**src/rtl/busclk_gen.sv**
```systemverilog
module busclk_gen #(
  parameter int DIV_W = 8,
  parameter int DLY_W = 3
) (
  input  logic             clk,
  input  logic             rst_n,
  input  logic             run_en,
  input  logic [DIV_W-1:0] div_cfg,
  input  logic [DLY_W-1:0] dly_cfg,
  output logic             bus_clk,
  output logic             upd_stb,
  output logic             smp_stb
);

  localparam int PAD_W = DIV_W - DLY_W;

  logic             run_q;
  logic             clk_q;
  logic [DIV_W-1:0] cnt_q;
  logic [DIV_W-1:0] div_q;
  logic [DLY_W-1:0] dly_q;
  logic [DIV_W-1:0] dly_ext;
  logic [DIV_W-1:0] upd_pos;
  logic             half_end;

  assign dly_ext  = {{PAD_W{1'b0}}, dly_q};
  assign upd_pos  = (dly_ext > div_q) ? div_q : dly_ext;
  assign half_end = (cnt_q == div_q);

  always_ff @(posedge clk or negedge rst_n) begin
    if (!rst_n) begin
      run_q <= 1'b0;
      clk_q <= 1'b1;
      cnt_q <= '0;
      div_q <= '0;
      dly_q <= '0;
    end else if (!run_en) begin
      run_q <= 1'b0;
      clk_q <= 1'b1;
      cnt_q <= '0;
      div_q <= div_cfg;
      dly_q <= dly_cfg;
    end else if (!run_q) begin
      run_q <= 1'b1;
      clk_q <= 1'b0;
      cnt_q <= '0;
      div_q <= div_cfg;
      dly_q <= dly_cfg;
    end else if (half_end) begin
      cnt_q <= '0;
      clk_q <= ~clk_q;
    end else begin
      cnt_q <= cnt_q + 1'b1;
    end
  end

  assign bus_clk = clk_q;
  assign upd_stb = run_q && !clk_q && (cnt_q == upd_pos);
  assign smp_stb = run_q &&  clk_q && (cnt_q == '0);

  assert_idle_high_R2: assert property (@(posedge clk) disable iff (!rst_n)
    !$past(run_en) |-> (bus_clk && !upd_stb && !smp_stb));

  assert_start_fall_R3: assert property (@(posedge clk) disable iff (!rst_n)
    (run_en && !run_q) |=> !bus_clk);

  assert_half_hold_R4: assert property (@(posedge clk) disable iff (!rst_n)
    (run_en && run_q && !half_end) |=> $stable(bus_clk));

  assert_upd_low_R5: assert property (@(posedge clk) disable iff (!rst_n)
    upd_stb |-> !bus_clk);

  assert_smp_rise_R7: assert property (@(posedge clk) disable iff (!rst_n)
    smp_stb |-> (bus_clk && !$past(bus_clk)));

  assert_cfg_hold_R8: assert property (@(posedge clk) disable iff (!rst_n)
    (run_en && run_q) |=> ($stable(div_q) && $stable(dly_q)));

endmodule

```
**config.mk**
```make
export PLATFORM = sky130hd
export DESIGN_NAME = busclk_gen
export DESIGN_NICKNAME = d
export VERILOG_FILES = /design/src/rtl/busclk_gen.sv
export SDC_FILE = /design/constraint.sdc
export NUM_CORES = 1
export LEC_CHECK = 0
export BUFFER_PORTS_ARGS = -buffer_cell sky130_fd_sc_hd__buf_4
export CORE_MARGIN = 1.5
export CORE_UTILIZATION = 52
export CTS_CLUSTER_SIZE = 40
export DETAILED_ROUTE_END_ITERATION = 6
export HOLD_SLACK_MARGIN = 0.05
export PLACE_DENSITY = 0.74
export SETUP_SLACK_MARGIN = 0.05
export SLEW_MARGIN = 20
export SYNTH_ARGS = -nofsm -noshare
export SYNTH_HDL_FRONTEND = slang
export SYNTH_SLANG_ARGS = --single-unit
```
**constraint.sdc**
```tcl
create_clock -name clk -period 2.35 [get_ports clk]
set_input_delay 0.5875 -clock clk [delete_from_list [all_inputs] [get_ports clk]]
set_output_delay 0.5875 -clock clk [all_outputs]
set_load 0.01 [all_outputs]
```
# Word-level counts from Yosys, hierarchy flattened
# Cells that the tools add are included.
# W data, S select, Z words.
dict set report word_totals {
  inputBits 14
  out_inout_bits 3
  word_cells 30
  reg_bits 21
}
dict set report op_classes {
  order_cmp 1
  mux 12
  n_reduce_logical 6
  n_addsub 1
  eq_ne 4
  n_bitwise 1
}
# op count
set ops {}
lappend ops {{$mux W8} 6}
lappend ops {{$eq A8 B8 Y1} 2}
lappend ops {{$add A8 B1 Y8 const B} 1}
lappend ops {{$gt A3 B8 Y1} 1}
lappend ops {{$logic_not A8 Y1} 1}
lappend ops {{$mux W3} 2}
lappend ops {{$logic_and A1 B1 Y1} 4}
lappend ops {{$mux W1} 4}
lappend ops {{$ne A3 B2 Y1 const B} 1}
lappend ops {{$ne A2 B2 Y1 const B} 1}
lappend ops {{$logic_not A1 Y1} 1}
lappend ops {{$not A1 Y1} 1}

# Longest topological paths before layout
dict set report depth {
  depth_word 4
  mapped_depth 7
  ltp_nobuf 7
}

# Worst setup path after synthesis
# No wires, ideal clock.
dict set report synth_timing {
  kind {flip-flop to output port}
  from {register div_q[1]}
  to {output upd_stb}
  arrival_time_ps 1580
  required_ps 1762
  path_stages_with_launch 8
  path_slack_ps 183
  n_path_buf 0
  path_cell_list {dfrtp_1 > inv_1 > ha_1 > nor2b_1 > o21ai_0 > a21oi_2 > mux2i_1 > a221oi_1}
}
dict set report synth_via {
  elab_chain_cells 4
}
# item line
set synth_rtl {}
lappend synth_rtl {{start, declared} 20} ;# logic [DIV_W-1:0] div_q;
lappend synth_rtl {{start signal, assigned} 41} ;# div_q <= div_cfg;
lappend synth_rtl {{start signal, assigned} 47} ;# div_q <= div_cfg;
lappend synth_rtl {{$gt A3 B8 Y1} 27} ;# assign upd_pos = (dly_ext > div_q) ? div_q : dly_ext;
lappend synth_rtl {{$mux W8 *} 27}
lappend synth_rtl {{$eq A8 B8 Y1 *} 58} ;# assign upd_stb = run_q && !clk_q && (cnt_q == upd_pos);
lappend synth_rtl {{$logic_and A1 B1 Y1 *} 58}
lappend synth_rtl {{end, declared} 11} ;# output logic upd_stb,
# Every way passes the cells marked *; elsewhere a longest branch is shown, timed or not.

# Worst setup path in the final report
dict set report layout_timing {
  from {register dly_q[1]}
  to {output upd_stb}
}
dict set report layout_via {
  elab_chain_cells 4
}
# item line
set layout_rtl {}
lappend layout_rtl {{start, declared} 21} ;# logic [DLY_W-1:0] dly_q;
lappend layout_rtl {{start signal, assigned} 42} ;# dly_q <= dly_cfg;
lappend layout_rtl {{start signal, assigned} 48} ;# dly_q <= dly_cfg;
lappend layout_rtl {{$gt A3 B8 Y1} 27}
lappend layout_rtl {{$mux W8 *} 27}
lappend layout_rtl {{$eq A8 B8 Y1 *} 58}
lappend layout_rtl {{$logic_and A1 B1 Y1 *} 58}
# Marked as above.

==> impl_metrics.csv <==
group,metric,value,unit
pwr,powerDensity,496,mW/mm2
global_routing,grt_antenna_before_repair,0,
clock_tree,root_buffer,"clkbuf_4",
pwr,vdd_drop_max,0.000400,V
clock_tree,cts_buffers,3,
synth,synth_seq_area_share,0.449,
synth,synth_area_leaders,"dfrtp_1 (43%), xor2_1 (8.2%), ha_1 (5.3%)",
run_status,violations,"negative setup slack",
sta,hold_viol,0,
sta,period_minus_slack,2.56,ns
floorplanning,die-area,0.00255,mm2
clock_tree,path_clk_slew,0.12,ns
job,maxCapViolCount,0,
clock_tree,cts_buffer_depth,2,
sta,finalSetupViolCount,1,
clock_tree,holdBufCountCts,0,
route,vias_per_cell,5.31,
pwr,leakage,0.711,nW
synth,synth-edff-count,0,
floorplanning,initial_core_util,0.540,
synth,ys_types,37,
sta,tightest_slew,0.461,ns
synth,yosys_warnings,0,
route,firstDrtPassIters,4,
global_routing,grt_pass1_vias,951,
placed_design,hpwl,1730,um
setup_path,crit_fanout,3,
placed_design,place_congestion,0.806,
floorplanning,ios,17,
clock_tree,insertion_delay,0.31,ns
synth,avgSynthCellArea,9.85,um2
setup_path,r2r_slack,0.53,ns
sta,clock.fmax,390,MHz
route,post_drt_wl_per_cell,14.9,um
global_routing,grt_pass1_wl,4130,um
setup_path,crit_path_end_kind,"primary output",
synth,synth_cells,119,
worst_hold_path,hold_class,"input port to asynchronous set/reset pin",
setup_path,critPathLaunchType,"register",
synth,synth_ff_type,"dfrtp_1",
synth,ys_ff_latch,21,
clock_tree,cts.sinks,21,
floorplanning,core_area,0.00217,mm2
setup_path,timing.rr.end,"cnt_q[6]",
setup_path,worstPathCellList,"ha_4, nor2b_4, o21ai_2, a21oi_2, mux2i_1, a221oi_2, buf_4",
final_layout,layout-drive-gt1-share,0.399,
route,drc_errors,0,
clock_tree,h-tree-depth,1,
synth,async_flop_share,1.00,
sta,slew_headroom,0.692,
setup_path,r2r_cells,5,
placed_design,port_buffers,16,
setup_path,r2r_start,"div_q[4]",
final_layout,layout.nets,168,
setup_path,required,1.76,ns
setup_path,criticalPathCategory,"register to primary output",
floorplanning,rows,17,
global_routing,grt_max_degree,22,
sta,tns,-0.211,ns
global_routing,grt_overflow,0,
synth,synth_most_common_cell,"dfrtp_1",
setup_path,crit_end,"upd_stb",
sta,finalMaxSlewViolations,0,
route,totalWireLength,2620,um
sta,fin_ws,-0.211,ns
route,detail_route.iter0.violations,22,
setup_path,startpoint,"dly_q[1]",
synth,yosys-top-cells-count,"dfrtp_1 (20), inv_1 (13), xor2_1 (11), nand3_1 (8), o21ai_0 (8)",
synth,yosysTopAreaCell,"dfrtp_1",
route,vias,935,
final_layout,postLayoutCellArea,0.00149,mm2
route,antenna_left,0,
floorplanning,die_x,50.5,um
sta,period_share,1.09,
final_layout,area_growth,27.2,%
setup_path,crit_slowest_cell,"dfrtp_1",
synth,syn_nets,138,
setup_path,cpPeakStageDelay,0.44,ns
placed_design,placed_area,0.00135,mm2
sta,finClkSkew,0.0101,ns
run_status,status,"finished, violations left",
synth,synth_area,0.00117,mm2
sta,rsz0062_at_grt,"yes",
synth,synth_top_area_frac,0.427,
final_layout,antennaDiodeCount,0,
global_routing,grt.total_usage,0.223,
clock_tree,cts_tree,"built",
setup_path,worstPathArrival,1.97,ns
floorplanning,die_height,50.5,um
[power breakdown]
group          internal (W)  switching [W]  leakage [nW]  total, W
Sequential         0.000382      0.0000198         0.263  0.000402
Clock             0.0000663       0.000114        0.0150  0.000180
Combinational     0.0000814      0.0000767         0.433  0.000158
Total              0.000529       0.000211         0.711  0.000740
[worst min-delay path by stage]
| stage | slack (ns) | end | cells past startpoint | from |
|---|---|---|---|---|
| finish | 0.13 | div_q[5] | 1 | rst_n |
| global route | 0.14 | div_q[5] | 1 | rst_n |
| CTS | 0.15 | div_q[7] | 1 | rst_n |
| detailed placement | 0.49 | div_q[7] | 1 | rst_n |
| global placement | 0.48 | div_q[7] | 1 | rst_n |
| floorplan | 0.29 | cnt_q[0] | 0 | rst_n |
[metrics by stage]
step | utilization | power (W) | instances | hold WS [ns] | worst slack (ns)
after floorplan | - | 0.000473 | 119 | 0.292 | 0.183
after detailed placement | 0.621 | 0.000522 | 165 | 0.488 | 0.0830
final | 0.687 | 0.000740 | 176 | 0.133 | -0.211
after global routing | 0.687 | 0.000770 | 176 | 0.144 | -0.303
after global placement | 0.621 | 0.000518 | 165 | 0.481 | 0.0933
after CTS | 0.646 | 0.000702 | 172 | 0.148 | -0.217
[flip-flops by register name (all words and copies together) (netlist names)]
signal,cells
cnt_q,8
div_q,8
dly_q,3
bus_clk,1
run_q,1
[worst max-delay path: cells and delay by family, from the launching register on]
kind	cells	cell delay (ns)
compound gates	3	0.51
flops	1	0.44
buf+inv	1	0.16
simple gates	1	0.13
mux	1	0.13
fa+ha+maj	1	0.29
[logic make-up after synthesis]
family	after synthesis	synth area share
multiplexers	5	0.0470
flip-flops	21	0.449
buffers and inverters	17	0.0630
AO/OA/AOI/OAI	16	0.0875
adder cells (fa/ha/maj)	5	0.0534
XOR/XNOR	13	0.0971
AND/OR/NAND/NOR	42	0.203
[cell type report]
| cell class | count | area (um2) |
|---|---|---|
| repair buffers | 29 | 218 |
| inverters | 13 | 48.8 |
| flip-flops and latches | 21 | 527 |
| multi-input cells | 81 | 637 |
| fillers | 183 | 678 |
| clock buffers | 4 | 26.3 |
| well taps | 28 | 35.0 |
[repair_timing]
item,4_1_cts,5_1_grt
endpoints found under the hold margin,0,0
endpoints found under the setup margin,1,1
pin swaps,4,7
buffers inserted,3,4
resized for setup,2,11
[metal layers]
layer  GRT usage  vias up  wire, um
met5           0        -         0
met4       0.104        0        45
met3      0.0417        6       152
met2       0.393       35      1320
met1       0.259      437      1090
li1            -      457         -
[placed cells by master, fill, tap and decap left out, types with 3 or more instances in the layout]
master    instances
mux2_2            4
nand3_1           7
inv_1            11
clkbuf_4          3
xor2_1           11
nand2b_1          3
ha_1              3
buf_4            29
nor2_2            8
nand2_1           7
dfrtp_1          20
o21ai_0           7
Note: power is estimated with default switching activity, not from simulation.
